File: config.mk
export PLATFORM = sky130hd
export DESIGN_NAME = ptp_systime
export DESIGN_NICKNAME = d
export VERILOG_FILES = /design/src/rtl/ptp_systime_pkg.sv /design/src/rtl/ptp_regs.sv /design/src/rtl/ptp_accum.sv /design/src/rtl/ptp_time.sv /design/src/rtl/ptp_systime.sv
export SDC_FILE = /design/constraint.sdc
export NUM_CORES = 1
export LEC_CHECK = 0
export BUFFER_PORTS_ARGS = -buffer_cell sky130_fd_sc_hd__buf_4
export CORE_MARGIN = 4
export CORE_UTILIZATION = 25
export CTS_CLUSTER_SIZE = 16
export DETAILED_ROUTE_END_ITERATION = 7
export HOLD_SLACK_MARGIN = 0.08
export PLACE_DENSITY = 0.48
export SLEW_MARGIN = 20
export SYNTH_ARGS = -nofsm -noshare
export SYNTH_HDL_FRONTEND = slang
export SYNTH_SLANG_ARGS = --single-unit
export TNS_END_PERCENT = 5
File: constraint.sdc
create_clock -name clk_i -period 23 [get_ports clk_i]
set_input_delay 2.3 -clock clk_i [delete_from_list [all_inputs] [get_ports clk_i]]
set_output_delay 2.3 -clock clk_i [all_outputs]
set_load 0.01 [all_outputs]
File: src/rtl/ptp_systime_pkg.sv
package ptp_systime_pkg;
  typedef enum logic [1:0] {
    CMD_IDLE   = 2'd0,
    CMD_INIT   = 2'd1,
    CMD_ADJ    = 2'd2,
    CMD_RELOAD = 2'd3
  } ptp_cmd_e;

  localparam int unsigned ADDR_W = 3;
  localparam logic [ADDR_W-1:0] REG_CTRL    = 3'd0;
  localparam logic [ADDR_W-1:0] REG_INC     = 3'd1;
  localparam logic [ADDR_W-1:0] REG_ADDEND  = 3'd2;
  localparam logic [ADDR_W-1:0] REG_UPD_SEC = 3'd3;
  localparam logic [ADDR_W-1:0] REG_UPD_SUB = 3'd4;

  localparam int unsigned CTL_FINE   = 0;
  localparam int unsigned CTL_DEC    = 1;
  localparam int unsigned CTL_INIT   = 2;
  localparam int unsigned CTL_ADJ    = 3;
  localparam int unsigned CTL_RELOAD = 4;
  localparam int unsigned CTL_W      = 5;
  localparam int unsigned NCMD       = 3;
endpackage

File: src/rtl/ptp_regs.sv
module ptp_regs
  import ptp_systime_pkg::*;
#(
  parameter int unsigned DATA_W = 32,
  parameter int unsigned SEC_W  = 32,
  parameter int unsigned SUB_W  = 31,
  parameter int unsigned INC_W  = 8,
  parameter int unsigned ADD_W  = 32
) (
  input  logic              clk_i,
  input  logic              rst_ni,
  input  logic              wr_en_i,
  input  logic [ADDR_W-1:0] wr_addr_i,
  input  logic [DATA_W-1:0] wr_data_i,
  output logic              fine_o,
  output logic              dec_o,
  output logic [NCMD-1:0]   pend_o,
  output ptp_cmd_e          cmd_o,
  output logic [INC_W-1:0]  inc_o,
  output logic [ADD_W-1:0]  addend_o,
  output logic [SEC_W-1:0]  upd_sec_o,
  output logic [SUB_W-1:0]  upd_sub_o,
  output logic              add_sub_o
);
  // pending command vector: [0] init, [1] adjust, [2] reload
  logic              fine_q, dec_q;
  logic [NCMD-1:0]   pend_q, pend_d, exec;
  logic [INC_W-1:0]  inc_q;
  logic [ADD_W-1:0]  addend_q;
  logic [SEC_W-1:0]  usec_q;
  logic [SUB_W-1:0]  usub_q;
  logic              addsub_q;
  logic              ctrl_we, inc_we, add_we, usec_we, usub_we;
  logic [NCMD-1:0]   wr_cmd;
  ptp_cmd_e          cmd;

  always_comb begin
    ctrl_we = wr_en_i && (wr_addr_i == REG_CTRL);
    inc_we  = wr_en_i && (wr_addr_i == REG_INC);
    add_we  = wr_en_i && (wr_addr_i == REG_ADDEND);
    usec_we = wr_en_i && (wr_addr_i == REG_UPD_SEC);
    usub_we = wr_en_i && (wr_addr_i == REG_UPD_SUB);
    wr_cmd  = ctrl_we ? wr_data_i[CTL_RELOAD:CTL_INIT] : '0;
  end

  // fixed priority: init, then adjust, then reload
  always_comb begin
    exec = '0;
    cmd  = CMD_IDLE;
    if (pend_q[0]) begin
      exec[0] = 1'b1;
      cmd     = CMD_INIT;
    end else if (pend_q[1]) begin
      exec[1] = 1'b1;
      cmd     = CMD_ADJ;
    end else if (pend_q[2]) begin
      exec[2] = 1'b1;
      cmd     = CMD_RELOAD;
    end
    pend_d = (pend_q & ~exec) | wr_cmd;
  end

  always_ff @(posedge clk_i or negedge rst_ni) begin
    if (!rst_ni) begin
      fine_q   <= 1'b0;
      dec_q    <= 1'b0;
      pend_q   <= '0;
      inc_q    <= '0;
      addend_q <= '0;
      usec_q   <= '0;
      usub_q   <= '0;
      addsub_q <= 1'b0;
    end else begin
      pend_q <= pend_d;
      if (ctrl_we) begin
        fine_q <= wr_data_i[CTL_FINE];
        dec_q  <= wr_data_i[CTL_DEC];
      end
      if (inc_we)  inc_q    <= wr_data_i[INC_W-1:0];
      if (add_we)  addend_q <= wr_data_i[ADD_W-1:0];
      if (usec_we) usec_q   <= wr_data_i[SEC_W-1:0];
      if (usub_we) begin
        usub_q   <= wr_data_i[SUB_W-1:0];
        addsub_q <= wr_data_i[DATA_W-1];
      end
    end
  end

  assign fine_o    = fine_q;
  assign dec_o     = dec_q;
  assign pend_o    = pend_q;
  assign cmd_o     = cmd;
  assign inc_o     = inc_q;
  assign addend_o  = addend_q;
  assign upd_sec_o = usec_q;
  assign upd_sub_o = usub_q;
  assign add_sub_o = addsub_q;

  AST_INIT_SELF_CLEAR: assert property (@(posedge clk_i) disable iff (!rst_ni)
    (pend_q[0] && !wr_cmd[0]) |=> !pend_q[0]);
  AST_RELOAD_SELF_CLEAR: assert property (@(posedge clk_i) disable iff (!rst_ni)
    (pend_q == 3'b100 && !wr_cmd[2]) |=> !pend_q[2]);
  AST_ONE_CMD_PER_CLK: assert property (@(posedge clk_i) disable iff (!rst_ni)
    !ctrl_we |=> ($countones($past(pend_q)) <= $countones(pend_q) + 1));
  AST_RELOAD_WAITS: assert property (@(posedge clk_i) disable iff (!rst_ni)
    (pend_q[2] && (pend_q[1:0] != 2'b00)) |=> pend_q[2]);
endmodule

File: src/rtl/ptp_accum.sv
module ptp_accum #(
  parameter int unsigned ACC_W = 32
) (
  input  logic             clk_i,
  input  logic             rst_ni,
  input  logic             fine_i,
  input  logic             reload_i,
  input  logic [ACC_W-1:0] addend_i,
  output logic             tick_o
);
  logic [ACC_W-1:0] acc_q, add_q;
  logic [ACC_W:0]   sum;
  logic             acc_en;

  always_comb begin
    sum    = {1'b0, acc_q} + {1'b0, add_q};
    acc_en = fine_i;
    tick_o = fine_i ? sum[ACC_W] : 1'b1;
  end

  always_ff @(posedge clk_i or negedge rst_ni) begin
    if (!rst_ni) begin
      acc_q <= '0;
      add_q <= '0;
    end else begin
      if (acc_en)   acc_q <= sum[ACC_W-1:0];
      if (reload_i) add_q <= addend_i;
    end
  end

  AST_ZERO_ADDEND_NO_TICK: assert property (@(posedge clk_i) disable iff (!rst_ni)
    (reload_i && addend_i == '0) |=> (fine_i |-> !tick_o));
endmodule

File: src/rtl/ptp_time.sv
module ptp_time
  import ptp_systime_pkg::*;
#(
  parameter int unsigned SEC_W   = 32,
  parameter int unsigned SUB_W   = 31,
  parameter int unsigned INC_W   = 8,
  parameter int unsigned NS_ROLL = 1000000000
) (
  input  logic             clk_i,
  input  logic             rst_ni,
  input  logic             tick_i,
  input  logic             dec_i,
  input  ptp_cmd_e         cmd_i,
  input  logic [INC_W-1:0] inc_i,
  input  logic [SEC_W-1:0] upd_sec_i,
  input  logic [SUB_W-1:0] upd_sub_i,
  input  logic             add_sub_i,
  output logic [SEC_W-1:0] sec_o,
  output logic [SUB_W-1:0] sub_o
);
  localparam int unsigned SUM_W = SUB_W + 1;
  localparam logic [SUM_W-1:0] DEC_ROLL = SUM_W'(NS_ROLL);
  localparam logic [SUM_W-1:0] BIN_ROLL = SUM_W'(1) << SUB_W;

  logic [SEC_W-1:0] sec_q, sec_d, sec_step;
  logic [SUB_W-1:0] sub_q, sub_d;
  logic [SUM_W-1:0] roll, operand, sum, reduced;
  logic             is_init, is_adj, wrap, time_en;

  always_comb begin
    is_init  = (cmd_i == CMD_INIT);
    is_adj   = (cmd_i == CMD_ADJ);
    roll     = dec_i ? DEC_ROLL : BIN_ROLL;
    operand  = is_adj ? {1'b0, upd_sub_i} : SUM_W'(inc_i);
    sum      = {1'b0, sub_q} + operand;
    wrap     = (sum >= roll);
    reduced  = wrap ? (sum - roll) : sum;
    if (is_adj) begin
      if (add_sub_i) sec_step = upd_sec_i + (wrap ? '0 : {SEC_W{1'b1}});
      else           sec_step = upd_sec_i + SEC_W'(wrap);
    end else begin
      sec_step = SEC_W'(wrap);
    end
    time_en = is_init || is_adj || tick_i;
    if (is_init) begin
      sec_d = upd_sec_i;
      sub_d = upd_sub_i;
    end else begin
      sec_d = sec_q + sec_step;
      sub_d = reduced[SUB_W-1:0];
    end
  end

  always_ff @(posedge clk_i or negedge rst_ni) begin
    if (!rst_ni) begin
      sec_q <= '0;
      sub_q <= '0;
    end else if (time_en) begin
      sec_q <= sec_d;
      sub_q <= sub_d;
    end
  end

  assign sec_o = sec_q;
  assign sub_o = sub_q;

  AST_SEC_STEP_ONE: assert property (@(posedge clk_i) disable iff (!rst_ni)
    (!is_init && !is_adj) |=> (sec_q == $past(sec_q) || sec_q == $past(sec_q) + SEC_W'(1)));
  AST_DEC_IN_RANGE: assert property (@(posedge clk_i) disable iff (!rst_ni)
    (dec_i && {1'b0, sub_q} < DEC_ROLL && !is_init && !is_adj) |=> ({1'b0, sub_q} < DEC_ROLL));
  AST_BIN_NO_EARLY_CARRY: assert property (@(posedge clk_i) disable iff (!rst_ni)
    (!dec_i && !is_init && !is_adj && ({1'b0, sub_q} + SUM_W'(inc_i) < BIN_ROLL)) |=> $stable(sec_q));
  AST_NO_TICK_HOLDS: assert property (@(posedge clk_i) disable iff (!rst_ni)
    (!tick_i && !is_init && !is_adj) |=> ($stable(sub_q) && $stable(sec_q)));
endmodule

File: src/rtl/ptp_systime.sv
module ptp_systime
  import ptp_systime_pkg::*;
#(
  parameter int unsigned DATA_W  = 32,
  parameter int unsigned SEC_W   = 32,
  parameter int unsigned SUB_W   = 31,
  parameter int unsigned INC_W   = 8,
  parameter int unsigned ADD_W   = 32,
  parameter int unsigned NS_ROLL = 1000000000
) (
  input  logic              clk_i,
  input  logic              rst_ni,
  input  logic              wr_en_i,
  input  logic [ADDR_W-1:0] wr_addr_i,
  input  logic [DATA_W-1:0] wr_data_i,
  output logic [SEC_W-1:0]  sec_o,
  output logic [SUB_W-1:0]  subsec_o,
  output logic [CTL_W-1:0]  ctrl_o
);
  logic             fine, dec, add_sub, tick;
  logic [NCMD-1:0]  pend;
  ptp_cmd_e         cmd;
  logic [INC_W-1:0] inc;
  logic [ADD_W-1:0] addend;
  logic [SEC_W-1:0] upd_sec;
  logic [SUB_W-1:0] upd_sub;

  ptp_regs #(
    .DATA_W(DATA_W), .SEC_W(SEC_W), .SUB_W(SUB_W), .INC_W(INC_W), .ADD_W(ADD_W)
  ) u_regs (
    .clk_i(clk_i), .rst_ni(rst_ni),
    .wr_en_i(wr_en_i), .wr_addr_i(wr_addr_i), .wr_data_i(wr_data_i),
    .fine_o(fine), .dec_o(dec), .pend_o(pend), .cmd_o(cmd),
    .inc_o(inc), .addend_o(addend), .upd_sec_o(upd_sec),
    .upd_sub_o(upd_sub), .add_sub_o(add_sub)
  );

  ptp_accum #(.ACC_W(ADD_W)) u_accum (
    .clk_i(clk_i), .rst_ni(rst_ni),
    .fine_i(fine), .reload_i(cmd == CMD_RELOAD),
    .addend_i(addend), .tick_o(tick)
  );

  ptp_time #(
    .SEC_W(SEC_W), .SUB_W(SUB_W), .INC_W(INC_W), .NS_ROLL(NS_ROLL)
  ) u_time (
    .clk_i(clk_i), .rst_ni(rst_ni),
    .tick_i(tick), .dec_i(dec), .cmd_i(cmd), .inc_i(inc),
    .upd_sec_i(upd_sec), .upd_sub_i(upd_sub), .add_sub_i(add_sub),
    .sec_o(sec_o), .sub_o(subsec_o)
  );

  assign ctrl_o = {pend, dec, fine};
endmodule

==> flow_metrics.tcl <==
set metrics [dict create \
    leakage_nw 8.98 \
    cp_top_family "compound AO/OA/AOI/OAI gates" \
    setup_viol 0 \
    io_buffers 105 \
    syn2layout_area_growth_pct 16.0 \
    period_minus_slack_ps 13730 \
    cp_slowest_cell "a2111oi_0" \
    yosysUniqueCellTypes 90 \
    core_area_mm2 0.0701 \
    fin_tns_setup_ps 0 \
    fillers 7486 \
    ioPinCount 106 \
    start_kind "flop" \
    swShare_pct 42.6 \
    drt_first_pass_iters 5 \
    crit_buf_inv 5 \
    num_vias 14779 \
    p_comb_share_pct 52.3 \
    htreeDepth 1 \
    powerDensity_mw_per_mm2 128 \
    synth_nets 2089 \
    grt_first_pass_wirelength_mm 88.9 \
    cp_common_cell "ha_1" \
    maxCapViolCount 0 \
    whs_ps 498 \
    power_frac_seq_pct 26.6 \
    min_path_cells 1 \
    status "finished, final reports clean" \
    async_flop_share_pct 100 \
    clkPwrFrac_pct 21.2 \
    hold_path.class "flop to flop" \
    drive_gt1_share_pct 18.8 \
    clock_path_buffers 3 \
    regToRegSetupSlack_ps 9270 \
    maxSlewHeadroom_pct 28.2 \
    internal_power_w 0.00151 \
    die_h_um 274 \
    cts_resized 0 \
    p_sw_w 0.00112 \
    netlist_area_mm2 0.0177 \
    synth_edf_count 0 \
    slowest_delay_ps 660 \
    ys.flop_type "dfrtp_1" \
    timing.fmax_mhz 72.8 \
    cts-root-buf "clkbuf_16" \
    grt_usage_pct 15.0 \
    final_max_slew_viol_count 0 \
    seq_area_mm2 0.00591 \
    place.gp.congestion 0.852 \
    path_clk_slew_ps 60 \
    syn-instance-count 1931 \
    ys_seq_elements 236 \
    timing.final.crit_share_pct 59.7 \
    cp.required_ps 23440 \
    die_w_um 274 \
    syn_avg_cell_area_um2 9.18 \
    arrival_ps 14170 \
    clkSinkCount 236 \
    tightest_slew_ps 1070 \
    synth.yosys.seq_area_share_pct 33.3 \
    gr-total-overflow 0 \
    drc 0 \
    finClkSkew_ps 25.6 \
    cts_hold_buf 0 \
    clkLatencyLatePin_ps 600 \
    die-area_mm2 0.0752 \
    drt-total-wl_mm 57.5 \
    grt_start_max_net_pins 100 \
    cp-end-kind "flop" \
    drt-initial-drc-count 907 \
    antenna_found_initial 5 \
    post-cts-setup-buffers 0 \
    worstRegToRegCells 53 \
    final-hold-violation-count 0 \
    numCtsBuffers 31 \
    fin_nets 2127 \
    final_common_cell "dfrtp_1" \
    multiInputGateArea_mm2 0.0112 \
    post_drt_wl_per_cell_um 19.6 \
    grt_pass1_vias 14631 \
    final_cell_mix "dfrtp_1, mux2_2, a21oi_1, nand2_1, o21ai_0" \
    irDropWorstVdd_mv 0.0622 \
    ant_nets 0 \
    crit_cells 53 \
    num_rows 97 \
    ys_warn_count 0 \
    total_power_w 0.00263 \
    rsz0062_at_grt "false" \
    hpwl_mm 42.2 \
    via_per_inst 5.03 \
    cts_tree "done" \
    critPathKind "flop to flop" \
    start_util_pct 25.3 \
    cp_max_fo 65 \
]
logic make-up (layout without fill, tap and decap cells):
| group | count (synthesis) | in the layout | share of synthesized area [%] |
|---|---|---|---|
| xor+xnor | 134 | 134 | 6.62 |
| fa+ha+maj | 120 | 120 | 8.60 |
| other cells | 0 | 2 | 0 |
| compound gates | 566 | 566 | 20.9 |
| mux | 184 | 184 | 11.6 |
| simple gates | 522 | 522 | 15.1 |
| flops | 236 | 236 | 33.3 |
| buf+inv | 169 | 232 | 3.82 |
final cells by class:
cell class                 count  area share [%]
multi-input combinational   1526            54.4
clock inverter                20            1.61
antenna                        2          0.0243
timing repair buffer         120            4.42
inverter                      54           0.986
sequential                   236            28.7
clock buffer                  38            4.14
tap                          940            5.72
per-stage QoR:
step | setup WS (ps) | util, % | std cells | area [µm²]
after floorplan | 9730 | - | 1931 | 17700
after global placement | 9550 | 27.6 | 2876 | 19400
after detailed placement | 9310 | 27.6 | 2876 | 19400
after CTS | 9230 | 29.3 | 2934 | 20600
after global routing | 8310 | 29.3 | 2934 | 20600
final | 9270 | 29.3 | 2936 | 20600
power groups by stage:
stage | Sequential [W] | Clock (W) | Combinational, W
2_1_floorplan | 0.000646 | 0 | 0.00103
3_3_place_gp | 0.000706 | 0 | 0.00136
3_5_place_dp | 0.000708 | 0 | 0.00137
4_1_cts | 0.000702 | 0.000573 | 0.00138
5_1_grt | 0.000720 | 0.000589 | 0.00153
6_report | 0.000699 | 0.000556 | 0.00137
sequential cells by signal, summed over array words and instances, names as in the netlist, 8 cells and up:
register          cells
u_regs.inc_o          8
u_time.sub_o         31
u_regs.upd_sub_o     31
u_regs.addend_o      32
u_accum.acc_q        32
u_time.sec_o         32
u_accum.add_q        32
u_regs.upd_sec_o     32
cells in the mapped netlist, types with 24 or more instances:
cell | n | area (µm²)
dfrtp_1 | 236 | 5910
mux2_2 | 168 | 1890
a21oi_1 | 159 | 796
nand2_1 | 124 | 465
o21ai_0 | 124 | 621
nor2_1 | 118 | 443
ha_1 | 117 | 1460
clkbuf_1 | 92 | 345
xnor2_1 | 90 | 788
and2_1 | 61 | 382
inv_1 | 54 | 203
a21o_1 | 46 | 345
xor2_1 | 44 | 385
nor3_1 | 33 | 165
nor2b_1 | 28 | 175
and3_1 | 26 | 163
a31oi_1 | 24 | 150
o21a_1 | 24 | 180
final timing paths:
check	endpoint	from
min in group asynchronous	u_time.sub_o[25]	rst_ni
worst max register to register	u_time.sec_o[31]	u_regs.pend_o[1]
max in group asynchronous	u_regs.upd_sub_o[7]	rst_ni
worst max-delay path	u_time.sec_o[31]	u_regs.pend_o[1]
worst min-delay path	u_accum.add_q[29]	u_regs.addend_o[29]
worst min register to register	u_accum.add_q[29]	u_regs.addend_o[29]
per-layer routing:
metal	global-route usage, %	wire length, µm
met1	20.8	26900
met2	24.2	25700
met5	0	0
met4	4.36	1700
met3	2.28	3280
Power figures use the tool's default switching activity.
